**src/rtl/hwp_pkg.sv**
```systemverilog
package hwp_pkg;
  localparam int BYTE_W     = 8;
  localparam int WORD_BYTES = 3;
  localparam int WORD_W     = BYTE_W * WORD_BYTES;
  localparam int ADDR_W     = 3;
  localparam int VEC_W      = BYTE_W - 1;

  typedef enum logic [1:0] {
    PM_OFF  = 2'd0,
    PM_DATA = 2'd1,
    PM_MUX  = 2'd2,
    PM_GPIO = 2'd3
  } pin_mode_e;

  localparam logic [ADDR_W-1:0] A_STAT = 3'd0;
  localparam logic [ADDR_W-1:0] A_CMD  = 3'd1;
  localparam logic [ADDR_W-1:0] A_HI   = 3'd5;
  localparam logic [ADDR_W-1:0] A_MID  = 3'd6;
  localparam logic [ADDR_W-1:0] A_LO   = 3'd7;

  function automatic logic [WORD_W-1:0] join_word(input logic [BYTE_W-1:0] h,
                                                   input logic [BYTE_W-1:0] m,
                                                   input logic [BYTE_W-1:0] l);
    return {h, m, l};
  endfunction

  function automatic logic [BYTE_W-1:0] status_byte(input logic full_f,
                                                    input logic empty_f,
                                                    input logic cmd_f);
    logic [BYTE_W-1:0] s;
    s = '0;
    s[0] = full_f;
    s[1] = empty_f;
    s[2] = cmd_f;
    return s;
  endfunction
endpackage

```
**src/rtl/hwp_sync.sv**
```systemverilog
module hwp_sync #(
  parameter int             W       = 1,
  parameter int             STAGES  = 2,
  parameter logic [W-1:0]   RST_VAL = '0
) (
  input  logic         clk,
  input  logic         rst_n,
  input  logic [W-1:0] d,
  output logic [W-1:0] q
);
  logic [W-1:0] chain [STAGES];

  always_ff @(posedge clk or negedge rst_n) begin
    if (!rst_n) begin
      for (int i = 0; i < STAGES; i++) chain[i] <= RST_VAL;
    end else begin
      chain[0] <= d;
      for (int i = 1; i < STAGES; i++) chain[i] <= chain[i-1];
    end
  end

  assign q = chain[STAGES-1];
endmodule

```
**src/rtl/hwp_regs.sv**
```systemverilog
module hwp_regs
  import hwp_pkg::*;
(
  input  logic              clk,
  input  logic              rst_n,
  input  logic              wr_evt,
  input  logic              rd_end_evt,
  input  logic [ADDR_W-1:0] reg_addr,
  input  logic [BYTE_W-1:0] wdata,
  output logic [BYTE_W-1:0] rdata,
  input  logic [WORD_W-1:0] core_tx_word,
  input  logic              core_tx_valid,
  output logic              core_tx_ready,
  output logic [WORD_W-1:0] core_rx_word,
  output logic              core_rx_valid,
  input  logic              core_rx_take,
  output logic              cmd_pending,
  output logic [VEC_W-1:0]  cmd_vector,
  input  logic              cmd_ack
);
  logic [BYTE_W-1:0] rx_hi, rx_mid, rx_lo;
  logic [BYTE_W-1:0] tx_hi, tx_mid;
  logic              rx_full, tx_empty;

  wire rx_load     = core_tx_valid && !rx_full;
  wire rd_low_done = rd_end_evt && (reg_addr == A_LO);
  wire tx_wr_ok    = wr_evt && tx_empty;
  wire tx_low_wr   = tx_wr_ok && (reg_addr == A_LO);
  wire cmd_wr_ok   = wr_evt && (reg_addr == A_CMD) && !cmd_pending;

  always_ff @(posedge clk or negedge rst_n) begin
    if (!rst_n) begin
      rx_hi <= '0; rx_mid <= '0; rx_lo <= '0;
      rx_full <= 1'b0;
    end else if (rx_load) begin
      {rx_hi, rx_mid, rx_lo} <= core_tx_word;
      rx_full <= 1'b1;
    end else if (rd_low_done) begin
      rx_full <= 1'b0;
    end
  end

  always_ff @(posedge clk or negedge rst_n) begin
    if (!rst_n) begin
      tx_hi <= '0; tx_mid <= '0;
      core_rx_word <= '0;
      tx_empty <= 1'b1;
    end else if (tx_wr_ok) begin
      if (reg_addr == A_HI)  tx_hi  <= wdata;
      if (reg_addr == A_MID) tx_mid <= wdata;
      if (tx_low_wr) begin
        core_rx_word <= join_word(tx_hi, tx_mid, wdata);
        tx_empty     <= 1'b0;
      end
    end else if (core_rx_take && !tx_empty) begin
      tx_empty <= 1'b1;
    end
  end

  always_ff @(posedge clk or negedge rst_n) begin
    if (!rst_n) begin
      cmd_pending <= 1'b0;
      cmd_vector  <= '0;
    end else if (cmd_wr_ok) begin
      cmd_pending <= wdata[BYTE_W-1];
      cmd_vector  <= wdata[VEC_W-1:0];
    end else if (cmd_ack) begin
      cmd_pending <= 1'b0;
    end
  end

  always_comb begin
    case (reg_addr)
      A_STAT:  rdata = status_byte(rx_full, tx_empty, cmd_pending);
      A_CMD:   rdata = {cmd_pending, cmd_vector};
      A_HI:    rdata = rx_hi;
      A_MID:   rdata = rx_mid;
      A_LO:    rdata = rx_lo;
      default: rdata = '0;
    endcase
  end

  assign core_tx_ready = !rx_full;
  assign core_rx_valid = !tx_empty;

  assert_rx_load_R2: assert property (@(posedge clk) disable iff (!rst_n)
    (core_tx_valid && core_tx_ready) |=> (rx_full && rx_lo == $past(core_tx_word[BYTE_W-1:0])));
  assert_full_clear_R3: assert property (@(posedge clk) disable iff (!rst_n)
    $fell(rx_full) |-> $past(rd_low_done));
  assert_empty_fall_R4: assert property (@(posedge clk) disable iff (!rst_n)
    $fell(tx_empty) |-> $past(wr_evt && reg_addr == A_LO));
  assert_word_hold_R5: assert property (@(posedge clk) disable iff (!rst_n)
    (core_rx_valid && $past(core_rx_valid)) |-> $stable(core_rx_word));
  assert_vec_hold_R6: assert property (@(posedge clk) disable iff (!rst_n)
    (cmd_pending && $past(cmd_pending)) |-> $stable(cmd_vector));
endmodule

```
**src/rtl/hwp_port.sv**
```systemverilog
module hwp_port
  import hwp_pkg::*;
#(
  parameter int SYNC_STAGES = 2
) (
  input  logic              clk,
  input  logic              rst_n,
  input  logic              hst_cs_n,
  input  logic              hst_rd_n,
  input  logic              hst_wr_n,
  input  logic              hst_ale,
  input  logic [ADDR_W-1:0] hst_addr,
  input  logic [BYTE_W-1:0] pin_in,
  output logic [BYTE_W-1:0] pin_out,
  output logic [BYTE_W-1:0] pin_oe,
  input  logic              cfg_ctrl_we,
  input  logic              cfg_dir_we,
  input  logic [15:0]       cfg_wdata,
  input  logic [BYTE_W-1:0] gpio_dout,
  output logic [BYTE_W-1:0] gpio_din,
  input  logic [WORD_W-1:0] core_tx_word,
  input  logic              core_tx_valid,
  output logic              core_tx_ready,
  output logic [WORD_W-1:0] core_rx_word,
  output logic              core_rx_valid,
  input  logic              core_rx_take,
  output logic              cmd_pending,
  output logic [VEC_W-1:0]  cmd_vector,
  input  logic              cmd_ack
);
  localparam int DW = ADDR_W + BYTE_W;

  logic              s_cs_n, s_rd_n, s_wr_n, s_ale;
  logic [ADDR_W-1:0] s_addr;
  logic [BYTE_W-1:0] s_pin;
  logic [DW-1:0]     s_data;

  hwp_sync #(.W(4), .STAGES(SYNC_STAGES), .RST_VAL(4'b1110)) i_sync_ctl (
    .clk(clk), .rst_n(rst_n),
    .d({hst_cs_n, hst_rd_n, hst_wr_n, hst_ale}),
    .q({s_cs_n, s_rd_n, s_wr_n, s_ale}));

  hwp_sync #(.W(DW), .STAGES(SYNC_STAGES), .RST_VAL('0)) i_sync_dat (
    .clk(clk), .rst_n(rst_n), .d({hst_addr, pin_in}), .q(s_data));

  assign {s_addr, s_pin} = s_data;

  pin_mode_e         mode_q;
  logic [BYTE_W-1:0] dir_q;
  logic [ADDR_W-1:0] lat_addr;
  logic              wr_prev, rd_prev;
  logic              unused_cfg;

  assign unused_cfg = ^cfg_wdata[15:BYTE_W];

  always_ff @(posedge clk or negedge rst_n) begin
    if (!rst_n) begin
      mode_q <= PM_OFF;
      dir_q  <= '0;
    end else begin
      if (cfg_ctrl_we) mode_q <= pin_mode_e'(cfg_wdata[1:0]);
      if (cfg_dir_we)  dir_q  <= cfg_wdata[BYTE_W-1:0];
    end
  end

  wire bus_mode = (mode_q == PM_DATA) || (mode_q == PM_MUX);
  wire acc_wr   = bus_mode && !s_cs_n && !s_wr_n;
  wire acc_rd   = bus_mode && !s_cs_n && !s_rd_n;

  always_ff @(posedge clk or negedge rst_n) begin
    if (!rst_n) begin
      lat_addr <= '0;
      wr_prev  <= 1'b0;
      rd_prev  <= 1'b0;
    end else begin
      if (mode_q == PM_MUX && s_ale) lat_addr <= s_pin[ADDR_W-1:0];
      wr_prev <= acc_wr;
      rd_prev <= acc_rd;
    end
  end

  wire               wr_evt     = acc_wr && !wr_prev;
  wire               rd_end_evt = !acc_rd && rd_prev;
  wire [ADDR_W-1:0]  eff_addr   = (mode_q == PM_MUX) ? lat_addr : s_addr;
  logic [BYTE_W-1:0] rdata;

  hwp_regs i_regs (
    .clk(clk), .rst_n(rst_n),
    .wr_evt(wr_evt), .rd_end_evt(rd_end_evt),
    .reg_addr(eff_addr), .wdata(s_pin), .rdata(rdata),
    .core_tx_word(core_tx_word), .core_tx_valid(core_tx_valid),
    .core_tx_ready(core_tx_ready),
    .core_rx_word(core_rx_word), .core_rx_valid(core_rx_valid),
    .core_rx_take(core_rx_take),
    .cmd_pending(cmd_pending), .cmd_vector(cmd_vector), .cmd_ack(cmd_ack));

  always_comb begin
    if (mode_q == PM_GPIO) begin
      pin_oe   = dir_q;
      pin_out  = gpio_dout;
      gpio_din = s_pin;
    end else begin
      pin_oe   = acc_rd ? '1 : '0;
      pin_out  = rdata;
      gpio_din = '0;
    end
  end

  assert_quiet_modes_R1: assert property (@(posedge clk) disable iff (!rst_n)
    (mode_q == PM_OFF || mode_q == PM_GPIO) |=> !$rose(core_rx_valid));
  assert_gpio_dir_R9: assert property (@(posedge clk) disable iff (!rst_n)
    (mode_q == PM_GPIO && $stable(mode_q)) |-> !wr_evt);
endmodule

```
**config.mk**
```make
export PLATFORM = sky130hd
export DESIGN_NAME = hwp_port
export DESIGN_NICKNAME = d
export VERILOG_FILES = /design/src/rtl/hwp_pkg.sv /design/src/rtl/hwp_sync.sv /design/src/rtl/hwp_regs.sv /design/src/rtl/hwp_port.sv
export SDC_FILE = /design/constraint.sdc
export NUM_CORES = 1
export LEC_CHECK = 0
export ABC_CLOCK_PERIOD_IN_PS = 3100
export CAP_MARGIN = 10
export CORE_ASPECT_RATIO = 1.75
export CORE_MARGIN = 1
export CORE_UTILIZATION = 30
export DETAILED_ROUTE_END_ITERATION = 12
export GPL_TIMING_DRIVEN = 0
export PLACE_DENSITY = 0.52
export SYNTH_ARGS = -nofsm -noshare
export SYNTH_HDL_FRONTEND = slang
export SYNTH_SLANG_ARGS = --single-unit
```
**constraint.sdc**
```tcl
create_clock -name clk -period 3.1 [get_ports clk]
set_clock_uncertainty 0.2 [all_clocks]
set_input_delay 0.775 -clock clk [delete_from_list [all_inputs] [get_ports clk]]
set_output_delay 0.775 -clock clk [all_outputs]
set_load 0.01 [all_outputs]
```
==> summary.md, run 1 <==
| Metric | Value |
|---|---|
| Status | finished with violations |
| Violated checks | negative setup slack |
| Fraction of layout cells with a size suffix above 1 | roughly 40% |
| Drt pass-1 iters | 6 |
| DIE AREA | roughly 17000 sq um |
| Total track usage | about 16% |
| Die height | about 170 um |
| Async S/R FF share, synth | 100% |
| Synth Register Bits | around 120 |
| Reg clk slew, reported paths | 0.06 ns |
| Drc violations | 0 |
| Die X | roughly 98 um |
| Fin. Hold Viols | 0 |
| Placed Cells | between 600 and 700 |
| Leading cell type in the layout, fill and taps excluded | dfrtp_1 |
| Total Wirelength | between 10000 and 15000 um |
| Starting density of the core | 30.6% |
| Largest net degree at the start of global routing | 99 |
| Max_cap viols | 0 |
| Most frequent cells in the layout | dfrtp_1, clkdlybuf4s50_1, mux2_2 |
| Htree depth | 4 |
| Slew HR | 61.5% |
| Finish-stage setup viols | 8 |
| Main synth FF type | dfrtp_1 |
| Unrepaired setup endpoints after global routing | true |
| Syn_area_per_cell | roughly 15 sq um |
| Crit end category | primary output |
| Area contributors post-synth | dfrtp_1, mux2_2, mux2_4 |
| Register area | 2990 sq um |
| Fin crit share | 110% |
| Post-synthesis sequential area ratio | around 60% |
| Pre-CTS setup slack | -0.694 ns |
| Clock root buffer | clkbuf_16 |
| Mapped Nets | around 390 |
| Worst slew pin tran | a little under 0.6 ns |
| Vias in the first global route | about 3600 |
| Final Instance Count excl. Fillers | 690 |
| Critical Path AT | 2.44 ns |
| Multi-input gate area | 1930 sq um |
| Clk_lat worst skew | approximately 0.4 ns |
| First-pass GRT wire length | 19800 um |
| Routability cong. | 0.737 |
| Max Buffers Root-to-Sink | 2 |
| Inserted Diodes | 0 |
| Worst Hold Class | reg -> reg |
| Synthesized instance count | 320 |
| Pwr/cell area | 755 nW/um^2 |
| Largest fanout on the critical path | 3 |
| WP data required | 2.12 ns |
| YS warnings | 0 |
| TritonCTS Buffers | 17 |
| Final Max Slew Viols | 0 |
| Clk sinks | 119 |
| IO Pins | between 100 and 150 |
| Setup CP Type | reg -> out |
| Worst Setup Slack, final | -0.317 ns |
| Vias/cell | about 4.7 |
| Wire per inst | between 15 and 20 um |
| Fin crit period | about 3.4 ns |
| Synthesis-to-layout area growth | 52.9% |
| Antenna-violating nets left | 0 |
| Post-layout util | about 47% |
| EDFF count, synth | 0 |
| GR Overflow Total | 0 |
| Final-stage net count | 560 |
| DP HPWL | between 8000 and 9000 um |
| DRT iter0 DRCs | a little over 80 |
| VDD IR max | around 0.00035 V |
| Post-Syn Area | around 5000 sq um |
| Cell taking the most area after synthesis | dfrtp_1 |
| Initial antenna violation count | 0 |
| Via Count | 3243 |
| FILL cells | 1458 |
| Leak pwr | ~3.4 nW |
| Share of the synthesized area in the top cell type | 57.6% |
| IO buf count | between 100 and 150 |
| Netlist cell types | 43 |
| TritonCTS clock tree | yes |
| CP startpoint kind | flip-flop |
| Fmax | 0.293 GHz |
| Core area | 15900 sq um |
| Row Count | 61 |
-- cell usage after synthesis (all sizes together), types with 2 or more instances --
| cell type | n |
|---|---|
| nor3 | 3 |
| and2 | 8 |
| clkbuf | 7 |
| o21ai | 3 |
| nand2b | 2 |
| buf | 8 |
| a22oi | 8 |
| a22o | 7 |
| inv | 6 |
| nor2b | 2 |
| ha | 2 |
| nor4 | 2 |
| a32oi | 3 |
| mux2i | 4 |
| nand2 | 16 |
| o221ai | 4 |
| o32ai | 2 |
| o22ai | 4 |
| dfstp | 7 |
| nor2 | 4 |
| mux2 | 87 |
| nand3 | 2 |
| a21o | 8 |
| dfrtp | 112 |
-- final timing paths --
kind,start,end,slack [ns],cells after the start
max in group asynchronous,rst_n,i_regs.tx_empty$_DFFE_PN1P_,1.35,3
worst max register to register,mode_q[1]$_DFFE_PN0P_,i_regs.core_rx_word[8]$_DFFE_PN0P_,0.48,8
min in group asynchronous,rst_n,i_regs.core_rx_word[4]$_DFFE_PN0P_,0.58,2
worst min-delay path,i_sync_dat.chain[14]$_DFF_PN0_,i_sync_dat.q[3]$_DFF_PN0_,0.14,0
worst max-delay path,mode_q[0]$_DFFE_PN0P_,pin_out[0],-0.32,9
worst min register to register,i_sync_dat.chain[14]$_DFF_PN0_,i_sync_dat.q[3]$_DFF_PN0_,0.14,0
-- what timing repair did --
item | CTS | global route
gates resized for setup | 72 | 30
endpoints found under the hold margin | 16 | 0
gates cloned | 0 | 1
setup buffers | 23 | 6
setup endpoints to repair | 24 | 10
pin swaps | 9 | 7
hold buffers | 1 | 0
-- report_power, final --
group / switching [mW] / internal, mW
clock network: 0.712 / 1.39
registers: 0.251 / 1.93
logic: 0.491 / 0.847
total: 1.45 / 4.17
-- through the flow --
| step | power (mW) | hold slack, ns | instance area [sq um] | TNS, ns |
|---|---|---|---|---|
| 6_report | 5.62 | 0.143 | 7440 | -1.81 |
| 5_1_grt | 5.88 | 0.156 | 7440 | -2.62 |
| 4_1_cts | 5.62 | 0.142 | 7290 | -2.50 |
| 3_5_place_dp | 3.36 | 0.135 | 6320 | -8.08 |
| 3_3_place_gp | 3.33 | 0.133 | 6280 | -429.32 |
| 2_1_floorplan | 2.76 | 0.131 | 4860 | 0 |
-- layer usage --
layer | part of all wire (%) | GRT usage, % | routed length [um] | up-vias
met3 | 3.9 | 4.35 | 492 | 20
li1 | - | - | - | 1495
met5 | 0 | 0 | 0 | -
met2 | 55 | 28.4 | 6820 | 95
met1 | 38 | 17.1 | 4780 | 1633
met4 | 3.3 | 9.02 | 415 | 0
-- worst max-delay path, cell delays in order, from the launching register on --
cell and delay, ns:
dfrtp_1 0.38, inv_2 0.08, ha_4 0.15, mux2i_4 0.31, buf_6 0.15, mux2_4 0.30, a32oi_1 0.15, o221ai_1 0.16
a22o_1 0.20, buf_2 0.14
-- sequential cells by signal, indices dropped and copies added (netlist names), 2 cells and up --
signal,flops
mode_q,2
i_regs.rx_mid,8
dir_q,8
i_regs.tx_mid,8
i_regs.cmd_vector,7
i_sync_dat.q,11
lat_addr,3
i_sync_ctl.chain,4
i_regs.rx_lo,8
i_regs.core_rx_word,24
i_sync_ctl.q,4
i_sync_dat.chain,11
i_regs.tx_hi,8
i_regs.rx_hi,8
-- kinds of logic (layout without fill, tap and decap cells) --
family | after synthesis | after routing | synth area share (%)
flip-flops | 119 | 119 | 61.4
multiplexers | 91 | 91 | 22.6
AO/OA/AOI/OAI | 46 | 46 | 8.03
AND/OR/NAND/NOR | 41 | 41 | 4.66
buffers and inverters | 21 | 202 | 2.80
adder cells (fa/ha/maj) | 2 | 2 | 0.514
-- layout make-up --
| type | count | share of cell area, % |
|---|---|---|
| clock inverter | 11 | 2.29 |
| clock buffer | 21 | 6.19 |
| inverter | 6 | 0.303 |
| multi-input combinational | 180 | 26.0 |
| timing repair buffer | 150 | 19.9 |
| buffer | 14 | 1.97 |
| sequential | 119 | 40.2 |
| tap | 189 | 3.18 |
No activity file was read; power rests on OpenSTA's default activity.
==> run 2: changes to the inputs <==
Settings changed: SLEW_MARGIN set to 20.
==> run 2 against run 1 <==
The run ends with design-rule violations, negative setup slack left. Critical path depth rose by 1. Register-to-register slack barely moved. Global-route usage barely moved. Via count fell by 0.83%. Sequential power barely moved. Maximum frequency fell by 1.1%. Critical path type unchanged. Routed wire length fell by 0.36%. Largest power group unchanged. Sequential cell count did not move. Non-clock buffer count fell by 10. Sequential share of layout area rose by 1.2 points. Largest cell class unchanged.
==> summary.md, run 2 (synthesized netlist as in run 1, its figures left out) <==
| Metric | Value |
|---|---|
| Post-route design area | 7230 sq um (was 7440 sq um) |
| Clk sinks | 119 (unchanged) |
| TritonCTS Buffers | 17 (unchanged) |
| Clk_lat worst skew | 0.41 ns (about the same) |
| Row Count | 61 (unchanged) |
| Fin crit share | 111% (was 110%) |
| Drc violations | 2 (was 0) |
| M1 GR Usage | 16.9% (was 17.1%) |
| Setup CP Type | reg -> out (unchanged) |
| Total power | 5.34 mW (was 5.62 mW) |
| Routability cong. | 0.737 (unchanged) |
| Largest stage delay, worst path | 0.39 ns (was 0.38 ns) |
| Unrepaired setup endpoints after global routing | true (unchanged) |
| Max_cap viols | 0 (unchanged) |
| Reg clk slew, reported paths | 0.06 ns (about the same) |
| Busiest grt layer | met2 (unchanged) |
| Largest fanout on the critical path | 10 (was 3) |
| Sequence of cells on the critical path | inv_2 -> ha_4 -> buf_8 -> mux2i_4 -> buf_6 -> buf_4 -> a31oi_4 -> buf_12 -> a22o_1 -> dlygate4sd2_1 (was inv_2 -> ha_4 -> mux2i_4 -> buf_6 -> mux2_4 -> a32oi_1 -> o221ai_1 -> a22o_1 -> buf_2) |
| Post-Place Cell Area | 6320 sq um (about the same) |
| Max Buffers Root-to-Sink | 2 (unchanged) |
| Vias in the first global route | 3624 (was 3622) |
| DRT iter0 DRCs | 106 (was 81) |
| Post-layout util | 45.5% (was 46.9%) |
| Crit end category | primary output (unchanged) |
| Final Max Slew Viols | 0 (unchanged) |
| Worst slew pin tran | 0.572 ns (was 0.578 ns) |
| Multi-input gate area | 1890 sq um (was 1930 sq um) |
| Critical Path AT | 2.48 ns (was 2.44 ns) |
| Largest register FFs | 24 (unchanged) |
| Worst Setup Slack, final | -0.355 ns (was -0.317 ns) |
| Wire per inst | 18.3 um (was 18.1 um) |
| Total Wirelength | 12500 um (about the same) |
| Final-stage net count | 550 (was 560) |
| Pwr/cell area | 738 nW/um^2 (was 755 nW/um^2) |
| Fin crit period | 3.46 ns (was 3.42 ns) |
| Violated checks | design-rule violations, negative setup slack (was negative setup slack) |
| Worst Hold Class | in -> async (was reg -> reg) |
| Register area | 2990 sq um (about the same) |
| First-pass GRT wire length | 19900 um (was 19800 um) |
| Core area | 15900 sq um (unchanged) |
| Fin. Hold Viols | 0 (unchanged) |
| GR Overflow Total | 0 (unchanged) |
| DIE AREA | 16700 sq um (unchanged) |
| CP startpoint kind | flip-flop (unchanged) |
| FILL cells | 1492 (was 1458) |
| Vias/cell | 4.73 (was 4.70) |
| Routing usage on met3 | 4.85% (was 4.35%) |
| Fraction of layout cells with a size suffix above 1 | 38.5% (was 40.9%) |
| VDD IR max | 0.000303 V (was 0.000352 V) |
| Slew HR | 61.9% (was 61.5%) |
| Worst path slowest cell | dfrtp_1 (unchanged) |
| Synthesis-to-layout area growth | 48.6% (was 52.9%) |
| Die X | 98.2 um (unchanged) |
| IO buf count | 118 (unchanged) |
| Total track usage | 16.0% (about the same) |
| Htree depth | 4 (unchanged) |
| Antenna-violating nets left | 0 (unchanged) |
| Final hold slack | 0.0755 ns (was 0.143 ns) |
| Die height | 170 um (unchanged) |
| WP data required | 2.12 ns (about the same) |
| TritonCTS clock tree | yes (unchanged) |
| Via Count | 3216 (was 3243) |
| IO Pins | 128 (unchanged) |
| Setup TNS | -2.46 ns (was -1.81 ns) |
| Clock root buffer | clkbuf_16 (unchanged) |
| Leading cell type in the layout, fill and taps excluded | dfrtp_1 (unchanged) |
| Starting density of the core | 30.6% (unchanged) |
| Finish-stage setup viols | 8 (unchanged) |
| DP HPWL | 8830 um (was 8860 um) |
| M2 GR Usage | 29.0% (was 28.4%) |
| Largest net degree at the start of global routing | 80 (was 99) |
| Most frequent cells in the layout | dfrtp_1, clkdlybuf4s50_1, mux2_2 (unchanged) |
| Fmax | 0.289 GHz (was 0.293 GHz) |
| Initial antenna violation count | 0 (unchanged) |
| Inserted Diodes | 0 (unchanged) |
| Status | finished with violations (unchanged) |
| Top reg by flops | i_regs.core_rx_word (unchanged) |
| Leak pwr | 3.25 nW (was 3.40 nW) |
| Drt pass-1 iters | 10 (was 6) |
run 2: where the power goes:
group	internal [mW]	total (mW)	switching, mW	leakage, nW
registers	1.93	2.17	0.246	1.47
clock network	1.16	1.87	0.706	0.271
logic	0.818	1.29	0.475	1.51
run 2: area by class of cell:
type	instances	share of cell area (%)
Sequential cell	119	41.3
Timing Repair Buffer	140	19.0
Inverter	6	0.312
Clock inverter	11	1.40
Clock buffer	21	6.51
Buffer	14	1.97
Multi-Input combinational cell	180	26.2
Tap cell	189	3.27
run 2: worst paths after layout:
kind / startpoint / to / slack, ns / cells past startpoint
worst min register to register: i_sync_dat.chain[12]$_DFF_PN0_ / i_sync_dat.q[1]$_DFF_PN0_ / 0.14 / 0
worst max register to register: mode_q[1]$_DFFE_PN0P_ / i_regs.core_rx_word[8]$_DFFE_PN0P_ / 0.48 / 8
min in group clk: i_sync_dat.chain[12]$_DFF_PN0_ / i_sync_dat.q[1]$_DFF_PN0_ / 0.14 / 0
max in group asynchronous: rst_n / i_sync_ctl.chain[5]$_DFF_PN1_ / 1.87 / 2
worst max-delay path: mode_q[0]$_DFFE_PN0P_ / pin_out[6] / -0.36 / 10
worst min-delay path: rst_n / i_regs.core_rx_word[6]$_DFFE_PN0P_ / 0.08 / 1
run 2: per-layer routing:
layer / share of wire, % / wire, um / vias up
li1: - / - / 1478
met2: 55 / 6810 / 94
met1: 38 / 4750 / 1628
met4: 2.9 / 361 / 0
met3: 4.5 / 559 / 16
met5: 0 / 0 / -
run 2: worst max-delay path: cells and delay by family, from the launching register on:
| family | cells | cell delay, ns |
|---|---|---|
| adders and majority gates | 1 | 0.17 |
| DFF | 1 | 0.39 |
| muxes | 1 | 0.27 |
| AOI/OAI and AO/OA | 2 | 0.30 |
| buffers and inverters | 6 | 0.94 |
run 2: what timing repair did:
| item | 4_1_cts | 5_1_grt |
|---|---|---|
| pin swaps | 11 | 3 |
| hold buffers | 0 | 0 |
| setup buffers | 17 | 4 |
| gates resized for setup | 64 | 10 |
| setup endpoints to repair | 24 | 13 |
run 2: stage by stage:
step           worst slack (ns)  std cells
5_1_grt                  -0.455        680
2_1_floorplan             0.132        320
3_5_place_dp             -0.686        628
6_report                 -0.355        680
4_1_cts                  -0.375        676
3_3_place_gp              -3.62        627
